**config.mk**
```make
export PLATFORM = sky130hd
export DESIGN_NAME = sysport_ctrl
export DESIGN_NICKNAME = d
export VERILOG_FILES = /design/src/rtl/sysport_pkg.sv /design/src/rtl/sysport_creg.sv /design/src/rtl/sysport_readback.sv /design/src/rtl/sysport_spkr.sv /design/src/rtl/sysport_ctrl.sv
export SDC_FILE = /design/constraint.sdc
export NUM_CORES = 1
export LEC_CHECK = 0
export BUFFER_PORTS_ARGS = -buffer_cell sky130_fd_sc_hd__buf_4
export CAP_MARGIN = 30
export CORE_MARGIN = 4
export CORE_UTILIZATION = 45
export CTS_BUF_LIST = sky130_fd_sc_hd__clkbuf_8
export DETAILED_ROUTE_END_ITERATION = 12
export HOLD_SLACK_MARGIN = 0.03
export PLACE_DENSITY_LB_ADDON = 0.08
export SYNTH_ARGS = -nofsm -noshare
export SYNTH_HDL_FRONTEND = slang
export SYNTH_SLANG_ARGS = --single-unit
```
**constraint.sdc**
```tcl
create_clock -name clk -period 2.2 [get_ports clk]
set_input_delay 0 -clock clk [delete_from_list [all_inputs] [get_ports clk]]
set_output_delay 0 -clock clk [all_outputs]
set_load 0.01 [all_outputs]
```
**src/rtl/sysport_pkg.sv**
```systemverilog
package sysport_pkg;
  localparam int CTRL_W = 8;

  typedef struct packed {
    logic       kbd_off;    // bit 7
    logic [1:0] kbd_mode;   // bits 7:6
    logic       bank_hi;    // bit 3
    logic       spk_level;  // bit 1
    logic       spk_gate;   // bit 0
  } ctrl_fields_t;

  function automatic ctrl_fields_t split_ctrl(input logic [CTRL_W-1:0] b);
    ctrl_fields_t f;
    f.kbd_off   = b[7];
    f.kbd_mode  = b[7:6];
    f.bank_hi   = b[3];
    f.spk_level = b[1];
    f.spk_gate  = b[0];
    return f;
  endfunction
endpackage

```
**src/rtl/sysport_creg.sv**
```systemverilog
module sysport_creg
  import sysport_pkg::*;
#(
  parameter int W = CTRL_W
) (
  input  logic         clk,
  input  logic         rst,
  input  logic         we,
  input  logic [W-1:0] wdata,
  output logic [W-1:0] ctrl_q,
  output ctrl_fields_t fields
);
  always_ff @(posedge clk) begin
    if (rst)     ctrl_q <= '0;
    else if (we) ctrl_q <= wdata;
  end

  assign fields = split_ctrl(ctrl_q);
endmodule

```
**src/rtl/sysport_readback.sv**
```systemverilog
module sysport_readback
  import sysport_pkg::*;
#(
  parameter int          W           = CTRL_W,
  parameter logic [W-1:0] SW_BANK_HI  = 8'h03,
  parameter logic [W-1:0] SW_BANK_LO  = 8'h0C,
  parameter logic [W-1:0] KBD_OFF_PAT = 8'h3C
) (
  input  logic         clk,
  input  logic         rst,
  input  ctrl_fields_t fields,
  input  logic [W-1:0] kbd_din,
  output logic [W-1:0] status_rdata,
  output logic [W-1:0] kbd_rdata,
  output logic         kbd_rd_en,
  output logic [1:0]   kbd_mode
);
  always_ff @(posedge clk) begin
    if (rst) begin
      status_rdata <= SW_BANK_LO;
      kbd_rdata    <= '0;
      kbd_rd_en    <= 1'b1;
      kbd_mode     <= 2'b00;
    end else begin
      status_rdata <= fields.bank_hi ? SW_BANK_HI : SW_BANK_LO;
      kbd_rdata    <= fields.kbd_off ? KBD_OFF_PAT : kbd_din;
      kbd_rd_en    <= ~fields.kbd_off;
      kbd_mode     <= fields.kbd_mode;
    end
  end
endmodule

```
**src/rtl/sysport_spkr.sv**
```systemverilog
module sysport_spkr
  import sysport_pkg::*;
(
  input  logic         clk,
  input  logic         rst,
  input  ctrl_fields_t fields,
  input  logic         timer2_out,
  output logic         spk_out,
  output logic         spk_toggle
);
  logic mix_d;
  assign mix_d = (fields.spk_gate & timer2_out) ^ fields.spk_level;

  always_ff @(posedge clk) begin
    if (rst) begin
      spk_out    <= 1'b0;
      spk_toggle <= 1'b0;
    end else begin
      spk_out    <= mix_d;
      spk_toggle <= mix_d ^ spk_out;
    end
  end
endmodule

```
**src/rtl/sysport_ctrl.sv**
```systemverilog
module sysport_ctrl
  import sysport_pkg::*;
#(
  parameter logic [7:0] SW_BANK_HI  = 8'h03,
  parameter logic [7:0] SW_BANK_LO  = 8'h0C,
  parameter logic [7:0] KBD_OFF_PAT = 8'h3C
) (
  input  logic       clk,
  input  logic       rst,
  input  logic       ctrl_we,
  input  logic [7:0] ctrl_wdata,
  input  logic [7:0] kbd_din,
  input  logic       timer2_out,
  output logic       kbd_rd_en,
  output logic [1:0] kbd_mode,
  output logic [7:0] status_rdata,
  output logic [7:0] kbd_rdata,
  output logic       spk_out,
  output logic       spk_toggle
);
  logic [CTRL_W-1:0] ctrl_q;
  ctrl_fields_t      fields;

  sysport_creg #(.W(CTRL_W)) u_creg (
    .clk(clk), .rst(rst), .we(ctrl_we), .wdata(ctrl_wdata),
    .ctrl_q(ctrl_q), .fields(fields)
  );

  sysport_readback #(
    .W(CTRL_W), .SW_BANK_HI(SW_BANK_HI), .SW_BANK_LO(SW_BANK_LO),
    .KBD_OFF_PAT(KBD_OFF_PAT)
  ) u_rb (
    .clk(clk), .rst(rst), .fields(fields), .kbd_din(kbd_din),
    .status_rdata(status_rdata), .kbd_rdata(kbd_rdata),
    .kbd_rd_en(kbd_rd_en), .kbd_mode(kbd_mode)
  );

  sysport_spkr u_spk (
    .clk(clk), .rst(rst), .fields(fields), .timer2_out(timer2_out),
    .spk_out(spk_out), .spk_toggle(spk_toggle)
  );
endmodule

```
; ---- After elaboration in Yosys (flattened, before gate mapping)
; Index checks and enable logic that the tools add are counted.
[word_totals]
ff_bits = 29
out_inout_bits = 21
word_cells = 15
[classes]
n_mux = 2
bitwise_logic = 4
reduce_logical = 1
[ops]
columns = op, count
row1 = 6-bit two-way mux, 1
row2 = 4-bit two-way mux, 1
row3 = 2-bit OR reduction, 1
row4 = 1-bit XOR, 2
row5 = 1-bit AND, 1
row6 = 1-bit inverter, 1

; ---- Depth between registers and ports, before layout
[depth]
word_depth = 3
depth_mapped = 3
ltp_nobuf = 3

; ---- Hierarchy
; From an unflattened synthesis, not the netlist that was laid out.
[hier_totals]
cells_unflattened = 75
hier_area_um2 = 867.1
[modules_own_cells]
columns = mod, n_inst, cells_per_inst, area_each_um2
row1 = sysport_readback, 1, 35, 459.2
row2 = sysport_creg, 1, 32, 330.3
row3 = sysport_spkr, 1, 8, 77.6

; ---- Worst setup path before layout
; OpenSTA, ideal clock, no wires.
[synth_timing]
path_type = register to register
from = register u_spk.spk_out
to = register u_spk.spk_toggle
setup_time_ps = 117
t_arrival_ps = 682
slack_ps = 1401
path_stages_with_launch = 4
path_buffers = 0
path_cell_list = dfxtp_1 xnor2_1 xnor2_1 nor2_1
[synth_between]
elab_chain_cells = 1
[synth_lines]
columns = element, line
row1 = "start, declared", sysport_spkr.sv:8  ; output logic spk_out,
row2 = "start signal, assigned", sysport_spkr.sv:19  ; spk_out <= mix_d;
row3 = 1-bit XOR, sysport_spkr.sv:20  ; spk_toggle <= mix_d ^ spk_out;
row4 = "end signal, assigned", sysport_spkr.sv:20
row5 = "end, declared", sysport_spkr.sv:9  ; output logic spk_toggle
; Every way passes these cells.
; A chain may end at the register's enable or synchronous reset.

==> results by group <==
Power and ir drop
  • Logic pwr share: 14.4%
  • Net Switching: 0.182 mW
  • Pint: slightly above 0.7 mW
  • Leakage: ~0.58 nW
  • Worst IR Drop VDD: 0.628 mV
  • Sw Ratio: 20.5%
  • Clk pwr share: around 41%
  • Register share of total power: between 40 and 50%
  • Pwr/cell area: about 760 nW/um^2

GRT
  • Number of global-route vias before repair: 627
  • All-layer global routing usage: between 10% and 20%
  • Largest net degree at the start of global routing: 16
  • Initial antenna violation count: 0
  • Overflow after GRT: 0
  • First-pass GRT wire length: about 2800 um

Finish
  • N_diodes: 0
  • Commonest non-fill, non-tap cell in the layout: buf_4
  • Area growth, synth to finish: 79.0%
  • Layout cells sized above 1: a little under a third
  • # fillers: just over 70
  • Commonest non-fill, non-tap cells in the layout: buf_4 (33), dlygate4sd3_1 (22), dfxtp_1 (20), nor2_1 (16), mux2i_1 (5)
  • Fin nets: roughly 140
  • Finished Layout Cells: 132
  • Fin util: ~87%

Status
  • Outcome: finished clean

Die
  • Core Rows: 13
  • Die ar.: between 2000 and 2500 sq um
  • Initial cell density of the core: between 40% and 50%
  • DIE HEIGHT: approximately 46 um
  • Placeable Area: around 1300 sq um
  • I/O Pins: ~40
  • Die width: around 46 um

Logic synthesis
  • Cells after Synth: between 60 and 70
  • Yosys reg bits: 20
  • Synth Area in Simple Gates: between 10% and 20%
  • XOR/XNOR Fraction of Synth Area: under 10%
  • Yosys warns: 0
  • Mux share of post-synthesis cell area: a little under 8%
  • Library cells used by synthesis: 13
  • Synthesized-area fraction occupied by adder cells: 0%
  • Post-Syn Area: between 600 and 700 sq um
  • Largest family of logic cells by synthesized area: simple AND/OR/NAND/NOR gates
  • Avg Synthesized Cell Area: ~10 sq um
  • Synth Area in Compound Gates: 0%
  • Register area share after synthesis: between 60% and 70%

STA
  • Clock skew: 2.28 ps
  • Fin Setup TNS: 0 ps
  • Fmax: about 760 MHz
  • Fin. max-slew vios: 0
  • Final Cycle Share: between 60% and 70%
  • Hold Vio Cnt, Final: 0
  • Setup violations, final: 0
  • Final worst path period need: approximately 1300 ps
  • RSZ-0062 raised after global routing: false

Worst setup path
  • Worst Setup SP: u_creg.ctrl_q[7]$_SDFFE_PP0P_
  • CP Data Arrival Time: about 1500 ps
  • Worst R2R Path Depth: 3
  • Worst Path Required: 2390 ps
  • CP Capture Type: flop
  • R2R Path Start: u_creg.ctrl_q[7]$_SDFFE_PP0P_
  • Critical Path Start Type: flop
  • Crit Path Max Fanout: 7
  • CP Capture Point: u_creg.ctrl_q[7]$_SDFFE_PP0P_
  • Endpoint of the worst register-to-register path: u_creg.ctrl_q[7]$_SDFFE_PP0P_
  • Setup CP Type: flop to flop
  • Worst reg2reg setup slack: between 800 and 900 ps

Detailed routing
  • DR top layer: met4
  • Drt pass-1 iters: 2
  • Antenna viol nets, final: 0
  • Vias: approximately 590
  • DRT iter0 DRCs: 3
  • Final WL: about 1800 um
  • Metal3 WL: 139 um
  • M1 WL: about 630 um
  • # DRC: 0
  • Metal2 WL: between 1000 and 1500 um
  • Vias per cell: 4.48
  • WL/cell: between 10 and 15 um

Placement
  • Number of port buffers: 33
  • DP Cell Count: roughly 110
  • Final GP Congestion: roughly 0.63

Clocking
  • Post-CTS sizing: 0
  • Number of buffers created by CTS: 3
  • Clock tree buffer depth: 2
  • Clock H-tree levels: 1
  • Clock latency at the later pin of the worst-skew pair: around 260 ps
  • Root Buffer: clkbuf_8
  • CTS tree: built
  • Clock transition at path regs: about 70 ps
  • CTS Sinks: 20

Flow run
  • Total of max-cap violations: 0

Hold path
  • Hold/Removal Path Class: input pin to flop
## stage by stage
stage	hold slack, ps	area (sq um)	worst slack, ps	power (mW)
2_1_floorplan	71.6	662	1400	0.447
3_3_place_gp	203	873	1390	0.489
3_5_place_dp	210	873	1370	0.491
4_1_cts	89.4	1160	962	0.886
5_1_grt	114	1160	802	0.915
6_report	81.6	1160	879	0.887
## flip-flops by register name, indices dropped and copies added (netlist names)
| register | count |
|---|---|
| u_rb.kbd_rdata | 8 |
| u_creg.ctrl_q | 5 |
| u_rb.kbd_mode | 2 |
| u_rb.status_rdata | 2 |
| u_rb.kbd_rd_en | 1 |
| u_spk.spk_out | 1 |
| u_spk.spk_toggle | 1 |
## area by class of cell
type	count	area (sq um)	share of cell area, %
clock buffer	3	41.3	3.54
clock inverter	1	30.0	2.58
inverter	2	7.51	0.644
multi-input combinational	36	199	17.1
sequential	20	400	34.4
tap	15	18.8	1.61
timing repair buffer	55	468	40.2
## Yosys cell counts
cell | count | area [sq um]
dfxtp_1 | 20 | 400
mux2i_1 | 5 | 50.1
nand2b_1 | 1 | 6.26
inv_1 | 2 | 7.51
conb_1 | 1 | 3.75
nor2b_1 | 2 | 12.5
xnor2_1 | 2 | 17.5
buf_2 | 2 | 10.0
and2_1 | 4 | 25.0
nor2_1 | 16 | 60.1
xor2_1 | 1 | 8.76
buf_4 | 6 | 45.0
nand2_1 | 1 | 3.75
## worst min path at each step
stage          startpoint  slack (ps)  cells after the start                             to
3_3_place_gp   kbd_din[4]         200                      3   u_rb.kbd_rdata[4]$_SDFF_PP0_
2_1_floorplan         rst          70                      1    u_rb.kbd_mode[0]$_SDFF_PP0_
6_report          ctrl_we          80                      3  u_creg.ctrl_q[1]$_SDFFE_PP0P_
5_1_grt           ctrl_we         110                      3  u_creg.ctrl_q[1]$_SDFFE_PP0P_
3_5_place_dp   kbd_din[5]         210                      3   u_rb.kbd_rdata[5]$_SDFF_PP0_
4_1_cts           ctrl_we          90                      3  u_creg.ctrl_q[1]$_SDFFE_PP0P_
## routing by layer
layer,track usage (%),up-vias
met5,0,-
met1,17.9,281
met4,5.11,0
met3,4.74,2
met2,38.2,23
li1,-,286
## what timing repair did
item | CTS | global route
endpoints found under the hold margin | 15 | 0
hold buffers | 22 | 0
buffers inserted | 0 | 0
## power by group through the flow
stage	sequential (mW)	combinational, mW	clock [mW]
final	0.394	0.127	0.366
after floorplan	0.407	0.0394	0
after CTS	0.393	0.124	0.370
after global placement	0.400	0.0889	0
after detailed placement	0.401	0.0906	0
after global routing	0.397	0.137	0.382
## critical path, stage by stage, from the launching register on
cell and delay [ps]:
dfxtp_1 470, mux2i_1 110, nor2_1 90, dlygate4sd3_1 580
## cell families after synthesis
group	Yosys count
simple gates	24
flops	20
other cells	1
mux	5
xor+xnor	3
buf+inv	10
Power figures use the tool's default switching activity.
